File: config.mk
export PLATFORM = sky130hd
export DESIGN_NAME = addrwin_top
export DESIGN_NICKNAME = d
export VERILOG_FILES = /design/src/rtl/addrwin_pkg.sv /design/src/rtl/addrwin_ctrl.sv /design/src/rtl/addrwin_match.sv /design/src/rtl/addrwin_dp.sv /design/src/rtl/addrwin_top.sv
export SDC_FILE = /design/constraint.sdc
export NUM_CORES = 2
export LEC_CHECK = 0
export BUFFER_PORTS_ARGS = -buffer_cell sky130_fd_sc_hd__buf_2
export CORE_MARGIN = 1.5
export CORE_UTILIZATION = 50
export DETAILED_ROUTE_END_ITERATION = 6
export PLACE_DENSITY = 0.66
export SLEW_MARGIN = 5
export SYNTH_ARGS = -nofsm -noshare
export SYNTH_HDL_FRONTEND = slang
export SYNTH_SLANG_ARGS = --single-unit
File: constraint.sdc
create_clock -name clk -period 24.2 [get_ports clk]
set_input_delay 2.42 -clock clk [delete_from_list [all_inputs] [get_ports clk]]
set_output_delay 2.42 -clock clk [all_outputs]
set_load 0.1 [all_outputs]
File: src/rtl/addrwin_pkg.sv
package addrwin_pkg;
  localparam int NUM_PORTS    = 2;
  localparam int MEM_PER_PORT = 4;
  localparam int WIN_PER_PORT = MEM_PER_PORT + 1;
  localparam int NUM_PWIN     = NUM_PORTS * WIN_PER_PORT;
  localparam int NUM_WIN      = NUM_PWIN + 1;
  localparam int IDX_W        = $clog2(NUM_WIN);
  localparam int PORT_W       = (NUM_PORTS > 1) ? $clog2(NUM_PORTS) : 1;
  localparam int REG_AW       = 8;
  localparam int DATA_W       = 32;
  localparam int CPU_W        = 32;
  localparam int GRAN         = 16;
  localparam int BASE_FLD     = 20;
  localparam int SPAN_W       = BASE_FLD + GRAN;
  localparam int SIZE_W       = 16;
  localparam int REMAP_W      = 64;
  localparam int EN_W         = 21;
  localparam int EN_FIRST     = 9;
  localparam int EN_REGS      = 20;
  localparam int CFG_RELOAD   = 27;
  localparam int CFG_ONE      = 23;

  localparam logic [DATA_W-1:0] CFG_MASK   = 32'h0E4E_3BFF;
  localparam logic [DATA_W-1:0] IO_MASK    = 32'h030F_FFFF;
  localparam logic [DATA_W-1:0] MEM_MASK   = 32'h070F_FFFF;
  localparam logic [DATA_W-1:0] IBASE_MASK = 32'h000F_FFFF;
  localparam logic [DATA_W-1:0] CFG_RST    = 32'h0280_00FF;
  localparam logic [EN_W-1:0]   EN_RST     = 21'h0F_BFFF;
  localparam logic [DATA_W-1:0] IBASE_RST  = 32'h0100_F100;

  localparam logic [REG_AW-1:0] OFS_CFG   = 8'h00;
  localparam logic [REG_AW-1:0] OFS_EN    = 8'h01;
  localparam logic [REG_AW-1:0] OFS_IBASE = 8'h02;
  localparam int                OFS_WIN0  = 'h10;
  localparam int                OFS_WEND  = OFS_WIN0 + 4 * NUM_PWIN;

  typedef enum logic [1:0] {SPC_IO = 2'd0, SPC_MEM = 2'd1, SPC_REGS = 2'd2} space_e;
  typedef enum logic [2:0] {RD_NONE, RD_CFG, RD_EN, RD_IBASE,
                            RD_BASE, RD_SIZE, RD_RLO, RD_RHI} rdKind_e;

  typedef struct packed {
    logic                cfgWr;
    logic                enWr;
    logic                ibaseWr;
    logic [NUM_PWIN-1:0] baseWr;
    logic [NUM_PWIN-1:0] sizeWr;
    logic [NUM_PWIN-1:0] rloWr;
    logic [NUM_PWIN-1:0] rhiWr;
    rdKind_e             rdKind;
    logic [IDX_W-1:0]    rdWin;
  } ctlStrobe_t;

  function automatic logic isIoWin(input int w);
    return (w % WIN_PER_PORT) == 0;
  endfunction

  function automatic int portOf(input int w);
    return w / WIN_PER_PORT;
  endfunction

  function automatic int enBitOf(input int w);
    return (w < NUM_PWIN) ? EN_FIRST + w : EN_REGS;
  endfunction

  function automatic logic [DATA_W-1:0] rstBase(input int w);
    case (w)
      0: return 32'h0100_F800;  1: return 32'h0100_C000;
      2: return 32'h0100_F900;  3: return 32'h0100_F400;
      4: return 32'h0100_F600;  5: return 32'h0100_FE00;
      6: return 32'h0100_8000;  7: return 32'h0100_FD00;
      8: return 32'h0100_2600;  default: return 32'h0100_FF80;
    endcase
  endfunction

  function automatic logic [SIZE_W-1:0] rstSize(input int w);
    case (w)
      1: return 16'h1FFF;  3, 4, 8: return 16'h01FF;
      6: return 16'h3FFF;  9: return 16'h007F;
      default: return 16'h00FF;
    endcase
  endfunction

  function automatic logic [REMAP_W-1:0] rstRemap(input int w);
    logic [DATA_W-1:0] b;
    b = rstBase(w);
    if ((w % WIN_PER_PORT) == 2) return '0;
    if (isIoWin(w)) return {32'b0, b[15:0], 16'b0};
    return REMAP_W'(b) << GRAN;
  endfunction
endpackage

File: src/rtl/addrwin_ctrl.sv
module addrwin_ctrl
  import addrwin_pkg::*;
(
  input  logic [REG_AW-1:0] regAddr,
  input  logic              regWrEn,
  output ctlStrobe_t        strb
);
  always_comb begin
    int w;
    int fld;
    strb = '0;
    strb.rdKind = RD_NONE;
    w = (int'(regAddr) - OFS_WIN0) / 4;
    fld = int'(regAddr[1:0]);
    if (regAddr == OFS_CFG) begin
      strb.rdKind = RD_CFG;
      strb.cfgWr  = regWrEn;
    end else if (regAddr == OFS_EN) begin
      strb.rdKind = RD_EN;
      strb.enWr   = regWrEn;
    end else if (regAddr == OFS_IBASE) begin
      strb.rdKind  = RD_IBASE;
      strb.ibaseWr = regWrEn;
    end else if (int'(regAddr) >= OFS_WIN0 && int'(regAddr) < OFS_WEND &&
                 !(fld == 3 && isIoWin(w))) begin
      strb.rdWin = IDX_W'(w);
      case (fld)
        0: begin strb.rdKind = RD_BASE; strb.baseWr[w] = regWrEn; end
        1: begin strb.rdKind = RD_SIZE; strb.sizeWr[w] = regWrEn; end
        2: begin strb.rdKind = RD_RLO;  strb.rloWr[w]  = regWrEn; end
        default: begin strb.rdKind = RD_RHI; strb.rhiWr[w] = regWrEn; end
      endcase
    end
  end
endmodule

File: src/rtl/addrwin_match.sv
module addrwin_match
  import addrwin_pkg::*;
(
  input  logic [CPU_W-1:0]  cpuAddr,
  input  logic [SPAN_W-1:0] startAddr,
  input  logic [SIZE_W:0]   lenUnits,
  input  logic              enable,
  output logic              inWin,
  output logic [SPAN_W-1:0] offset
);
  localparam int LIM_W = SIZE_W + 1 + GRAN;
  logic [SPAN_W:0]  diff;
  logic [LIM_W-1:0] limit;

  assign diff   = {1'b0, SPAN_W'(cpuAddr)} - {1'b0, startAddr};
  assign limit  = {lenUnits, {GRAN{1'b0}}};
  assign inWin  = enable && !diff[SPAN_W] && (diff[SPAN_W-1:0] < SPAN_W'(limit));
  assign offset = diff[SPAN_W-1:0];
endmodule

File: src/rtl/addrwin_dp.sv
module addrwin_dp
  import addrwin_pkg::*;
(
  input  logic               clk,
  input  logic               rstN,
  input  ctlStrobe_t         strb,
  input  logic [DATA_W-1:0]  regWrData,
  output logic [DATA_W-1:0]  regRdData,
  input  logic [CPU_W-1:0]   cpuAddr,
  output logic               hit,
  output logic [IDX_W-1:0]   winIdx,
  output logic [PORT_W-1:0]  tgtPort,
  output logic [1:0]         tgtSpace,
  output logic [REMAP_W-1:0] tgtAddr
);
  logic [DATA_W-1:0]  cfgReg, ibaseReg;
  logic [EN_W-1:0]    enReg;
  logic [DATA_W-1:0]  baseReg  [NUM_PWIN];
  logic [SIZE_W-1:0]  sizeReg  [NUM_PWIN];
  logic [REMAP_W-1:0] remapReg [NUM_PWIN];

  always_ff @(posedge clk or negedge rstN) begin
    if (!rstN) begin
      cfgReg   <= CFG_RST;
      enReg    <= EN_RST;
      ibaseReg <= IBASE_RST;
      for (int w = 0; w < NUM_PWIN; w++) begin
        baseReg[w]  <= rstBase(w);
        sizeReg[w]  <= rstSize(w);
        remapReg[w] <= rstRemap(w);
      end
    end else begin
      if (strb.cfgWr)   cfgReg   <= (regWrData & CFG_MASK) | (DATA_W'(1) << CFG_ONE);
      if (strb.enWr)    enReg    <= regWrData[EN_W-1:0];
      if (strb.ibaseWr) ibaseReg <= regWrData & IBASE_MASK;
      for (int w = 0; w < NUM_PWIN; w++) begin
        if (strb.baseWr[w]) begin
          baseReg[w] <= regWrData & (isIoWin(w) ? IO_MASK : MEM_MASK);
          if (!cfgReg[CFG_RELOAD]) remapReg[w][31:0] <= {regWrData[15:0], 16'b0};
        end
        if (strb.sizeWr[w]) sizeReg[w] <= regWrData[SIZE_W-1:0];
        if (strb.rloWr[w])  remapReg[w][31:0] <= {regWrData[15:0], 16'b0};
        if (strb.rhiWr[w])  remapReg[w][63:32] <= regWrData;
      end
    end
  end

  always_comb begin
    case (strb.rdKind)
      RD_CFG:   regRdData = cfgReg;
      RD_EN:    regRdData = DATA_W'(enReg);
      RD_IBASE: regRdData = ibaseReg;
      RD_BASE:  regRdData = baseReg[strb.rdWin];
      RD_SIZE:  regRdData = DATA_W'(sizeReg[strb.rdWin]);
      RD_RLO:   regRdData = DATA_W'(remapReg[strb.rdWin][31:16]);
      RD_RHI:   regRdData = remapReg[strb.rdWin][63:32];
      default:  regRdData = '0;
    endcase
  end

  logic [NUM_WIN-1:0] hitVec;
  logic [SPAN_W-1:0]  offVec [NUM_WIN];

  for (genvar i = 0; i < NUM_WIN; i++) begin : g_win
    logic [SPAN_W-1:0] winStart;
    logic [SIZE_W:0]   winLen;
    if (i < NUM_PWIN) begin : g_port
      assign winStart = {baseReg[i][BASE_FLD-1:0], {GRAN{1'b0}}};
      assign winLen   = {1'b0, sizeReg[i]} + 1'b1;
    end else begin : g_regs
      assign winStart = {ibaseReg[BASE_FLD-1:0], {GRAN{1'b0}}};
      assign winLen   = (SIZE_W+1)'(1);
    end
    addrwin_match u_match (
      .cpuAddr   (cpuAddr),
      .startAddr (winStart),
      .lenUnits  (winLen),
      .enable    (!enReg[enBitOf(i)]),
      .inWin     (hitVec[i]),
      .offset    (offVec[i])
    );
  end

  always_comb begin
    int pick;
    pick     = 0;
    hit      = 1'b0;
    winIdx   = '0;
    tgtPort  = '0;
    tgtSpace = SPC_IO;
    tgtAddr  = '0;
    for (int i = NUM_WIN - 1; i >= 0; i--) begin
      if (hitVec[i]) pick = i;
    end
    if (|hitVec) begin
      hit    = 1'b1;
      winIdx = IDX_W'(pick);
      if (pick < NUM_PWIN) begin
        tgtPort  = PORT_W'(portOf(pick));
        tgtSpace = isIoWin(pick) ? SPC_IO : SPC_MEM;
        tgtAddr  = remapReg[pick] + REMAP_W'(offVec[pick]);
      end else begin
        tgtSpace = SPC_REGS;
        tgtAddr  = REMAP_W'(offVec[pick]);
      end
    end
  end
endmodule

File: src/rtl/addrwin_top.sv
module addrwin_top
  import addrwin_pkg::*;
(
  input  logic         clk,
  input  logic         rstN,
  input  logic [7:0]   regAddr,
  input  logic         regWrEn,
  input  logic [31:0]  regWrData,
  output logic [31:0]  regRdData,
  input  logic [31:0]  cpuAddr,
  output logic         hit,
  output logic [3:0]   winIdx,
  output logic [0:0]   tgtPort,
  output logic [1:0]   tgtSpace,
  output logic [63:0]  tgtAddr
);
  ctlStrobe_t strb;

  addrwin_ctrl u_ctrl (
    .regAddr (regAddr),
    .regWrEn (regWrEn),
    .strb    (strb)
  );

  addrwin_dp u_dp (
    .clk       (clk),
    .rstN      (rstN),
    .strb      (strb),
    .regWrData (regWrData),
    .regRdData (regRdData),
    .cpuAddr   (cpuAddr),
    .hit       (hit),
    .winIdx    (winIdx),
    .tgtPort   (tgtPort),
    .tgtSpace  (tgtSpace),
    .tgtAddr   (tgtAddr)
  );
endmodule

==> impl_metrics.toml <==
[status]
run_status = "finished, violations left"
failed_checks = "DRC"

[final_layout]
final_net_count = 7936
finish.cell_count_without_fillers = 9431
area_growth_syn_to_layout_pct = 11.14
post_route_cells_drive_above_1_share_pct = 19.95
final_util_pct = 56.05
fill_cells = 12340

[critical_path]
rr_endpoint = "u_dp.remapReg[95]"
data_arrival_critical_path_ns = 21.06
crit_path_top_delay_cell = "sky130_fd_sc_hd__or4_4"
worst_setup_path_start_kind = "input port"
worstPathMaxFanout = 11
worst_endpoint_required_time_ns = 21.78
cp-end-kind = "output port"
path_common_cell = "sky130_fd_sc_hd__buf_4"
worst-r2r-cell-count = 4
timing.setup.critical_path_class = "input port to output port"
slowest_delay_ns = 0.63
setup.reg_to_reg.worst_slack_ns = 21.65
worst_r2r_startpoint = "u_dp.cfgReg[27]"

[die]
core_um2 = 139700
pin_count = 179
die_area_um2 = 143200
floorplan.rows = 137
floorplan.die.width_um = 378.4
floorplan.initialDensity_pct = 50.43
die_h_um = 378.4

[drt]
detail-route-antenna-nets = 0
routedWlPerCell_um = 28.01
firstDrtPassIters = 7
routed_wirelength_um = 264200
count_of_routing_violations_after_the_opening_detailed_route_iteration = 7301
detailroute.via_count = 62070
drt_drc_violations_left = 1
via_per_inst = 6.581

[min_path]
worstHoldPathType = "register to register"
worstHoldStart = "u_dp.ibaseReg[24]"
worstHoldPathCells = 1
holdPathEnd = "u_dp.ibaseReg[24]"

[cts]
clk_path_buf_depth = 3
clkLatencyLatePin_ns = 0.77
number_of_buffers_added_by_the_clock_tree_synthesis_step = 103
cts_sinks = 930
number_of_hold_buffers_added_after_cts = 0
cts_tree = "done"
cts-root-buf = "sky130_fd_sc_hd__clkbuf_16"
worst_setup_hold_path_clk_slew_ns = 0.06
h_tree_level_count = 3

[yosys]
synth_commonest_cells = "698 x sky130_fd_sc_hd__dfrtp_1, 515 x sky130_fd_sc_hd__a21oi_1, 498 x sky130_fd_sc_hd__o21ai_0, 478 x sky130_fd_sc_hd__nand2_1, 431 x sky130_fd_sc_hd__mux2_2"
synth.largest_area_cell = "sky130_fd_sc_hd__dfrtp_1"
yosysTopAreaCellShare_pct = 24.79
ys_top_cells_by_area = "sky130_fd_sc_hd__dfrtp_1 25%, sky130_fd_sc_hd__dfstp_2 8.7%, sky130_fd_sc_hd__ha_1 7.0%"
yosys_register_bits = 930
synthesis.yosys.warnings = 0
edff_count_synth = 0
seq_area_frac_synth_pct = 33.44
synth_cell_type_count = 119
avgSynthCellArea_um2 = 9.462
synth_cells = 7446
synthesis.area_um2 = 70460
ys_async_sr_fraction_pct = 100.0
syn_nets = 7925
most_instantiated_flip_flop_cell_in_the_synthesis_netlist = "sky130_fd_sc_hd__dfrtp_1"
cell_with_the_most_instances_after_synthesis = "sky130_fd_sc_hd__dfrtp_1"

[timing]
report.final.slew_viol_count = 0
timing.slew.headroom_pct = 13.51
finalWorstPathRequiredPeriod_ns = 23.48
fmax_mhz = 42.59
final_hold_viol_count = 0
worst_clock_skew_ns = 0.02312
final-setup-viol-count = 0
period_share_pct = 97.02
grt_setup_unrepaired = "yes"
final.setup.worst_slack_ns = 0.7216
tightestPinTransition_ns = 1.294

[grt]
grt_start_max_net_pins = 144
antenna_violations_before_repair = 17
grt.total_usage_pct = 36.24
grt_overflow = 0
grt_pass1_vias = 59670
grt_pass1_wl_um = 389500

[power]
comb_power_share_pct = 41.5
ir_drop_uv = 119.2
pwr-share-clk_pct = 30.2
total_switching_power_mw = 2.199
power-per-cell-area_nw_per_um2 = 71.71
seq_power_share_pct = 28.3
netSwitchingFraction_pct = 39.16
p_leak_nw = 34.65
power_report.internal_total_mw = 3.417

[placed_design]
place_worst_setup_slack_ns = -0.1694
dp_hpwl_um = 175900
placed_cells_incl_taps = 9200
gp_congestion = 0.9449
port_buffers = 178

[job]
max_cap_violations = 0
## final cells by class
class / count / area [um2] / area share, %
diodes: 8 / 20.02 / 0.02556
clock buffers: 154 / 3042 / 3.884
inverters: 367 / 1385 / 1.769
clock inverters: 41 / 569.3 / 0.7270
repair buffers: 434 / 3351 / 4.279
flip-flops and latches: 930 / 23560 / 30.09
multi-input cells: 5621 / 44030 / 56.23
well taps: 1876 / 2347 / 2.997
## power by group through the flow
stage | Sequential [mW] | Clock, mW | Combinational, mW
6_report | 1.59 | 1.70 | 2.33
5_1_grt | 1.59 | 1.77 | 2.50
3_5_place_dp | 1.61 | 0 | 2.13
4_1_cts | 1.59 | 1.70 | 2.15
3_3_place_gp | 1.61 | 0 | 2.14
2_1_floorplan | 1.61 | 0 | 1.47
## stage by stage
step                setup TNS (ns)  area (um2)  hold slack [ns]  total power, mW
floorplan                        0       70460           0.4674            3.078
global placement                 0       74000           0.4819            3.758
detailed placement         -0.3290       74000           0.4841            3.742
CTS                              0       77640           0.4954            5.436
global route                -1.852       78290           0.5011            5.860
finish                           0       78310           0.4917            5.616
## state kept, by name, indices dropped and copies added, names as in the netlist
name	flops
u_dp.remapReg	480
u_dp.baseReg	228
u_dp.cfgReg	20
u_dp.sizeReg	160
u_dp.enReg	21
u_dp.ibaseReg	21
## layer usage
metal	GRT usage, %	share of wire, %	vias to the layer above
li1	-	-	27270
met1	48.45	40	30480
met2	53.59	43	3524
met3	8.525	11	786
met4	20.67	6.4	10
met5	0	0.023	-
## worst max-delay path by stage
stage	slack [ns]	startpoint	endpoint
after detailed placement	-0.17	regAddr[5]	regRdData[0]
after global placement	0.07	regAddr[4]	regRdData[0]
final	0.72	regAddr[5]	regRdData[5]
after global routing	-0.22	regAddr[5]	regRdData[15]
after CTS	0.07	regAddr[5]	regRdData[6]
after floorplan	0.15	regAddr[4]	regRdData[30]
## logic make-up after synthesis
| family | Yosys count | synth area share, % |
|---|---|---|
| flip-flops | 930 | 33.44 |
| adder cells (fa/ha/maj) | 406 | 7.331 |
| XOR/XNOR | 407 | 5.102 |
| multiplexers | 1255 | 20.15 |
| AND/OR/NAND/NOR | 1641 | 11.47 |
| AO/OA/AOI/OAI | 1911 | 17.35 |
| buffers and inverters | 896 | 5.152 |
## worst max-delay path: cells and delay by family
kind / cells / cell delay, ns
muxes: 3 / 1.11
buffers and inverters: 9 / 1.61
and+or+nand+nor: 24 / 6.86
xor gates and xnor gates: 2 / 0.47
AOI/OAI and AO/OA: 28 / 7.14
adders and majority gates: 6 / 1.38
## what timing repair did
item	in CTS	in global routing
pin swaps	0	28
resized for setup	4	87
cloned	0	2
setup endpoints to repair	8	32
buffers inserted	0	26
## cells in the final DEF (no fill, tap or decap), types with 36 or more instances in the layout
cell type and n:
sky130_fd_sc_hd__a221oi_1 126, sky130_fd_sc_hd__nand4_1 48, sky130_fd_sc_hd__buf_4 239, sky130_fd_sc_hd__nand3_1 217
sky130_fd_sc_hd__nor2b_1 123, sky130_fd_sc_hd__mux2_1 378, sky130_fd_sc_hd__a211oi_1 97, sky130_fd_sc_hd__o21bai_1 70
sky130_fd_sc_hd__mux4_2 50, sky130_fd_sc_hd__and3_1 76, sky130_fd_sc_hd__xor2_1 186, sky130_fd_sc_hd__a21o_1 37
sky130_fd_sc_hd__o21ai_1 113, sky130_fd_sc_hd__dfstp_2 232, sky130_fd_sc_hd__a21oi_1 508, sky130_fd_sc_hd__nand2b_1 61
sky130_fd_sc_hd__a211o_1 41, sky130_fd_sc_hd__buf_2 154, sky130_fd_sc_hd__o211ai_1 36, sky130_fd_sc_hd__dfrtp_1 698
sky130_fd_sc_hd__nor3_1 139, sky130_fd_sc_hd__and2_1 49, sky130_fd_sc_hd__clkbuf_16 106, sky130_fd_sc_hd__mux2i_1 396
sky130_fd_sc_hd__inv_1 366, sky130_fd_sc_hd__xnor2_1 212, sky130_fd_sc_hd__o21ai_0 494, sky130_fd_sc_hd__nor2_1 258
sky130_fd_sc_hd__ha_1 387, sky130_fd_sc_hd__mux2_2 431, sky130_fd_sc_hd__nand2_1 471
Power figures use the tool's default switching activity.
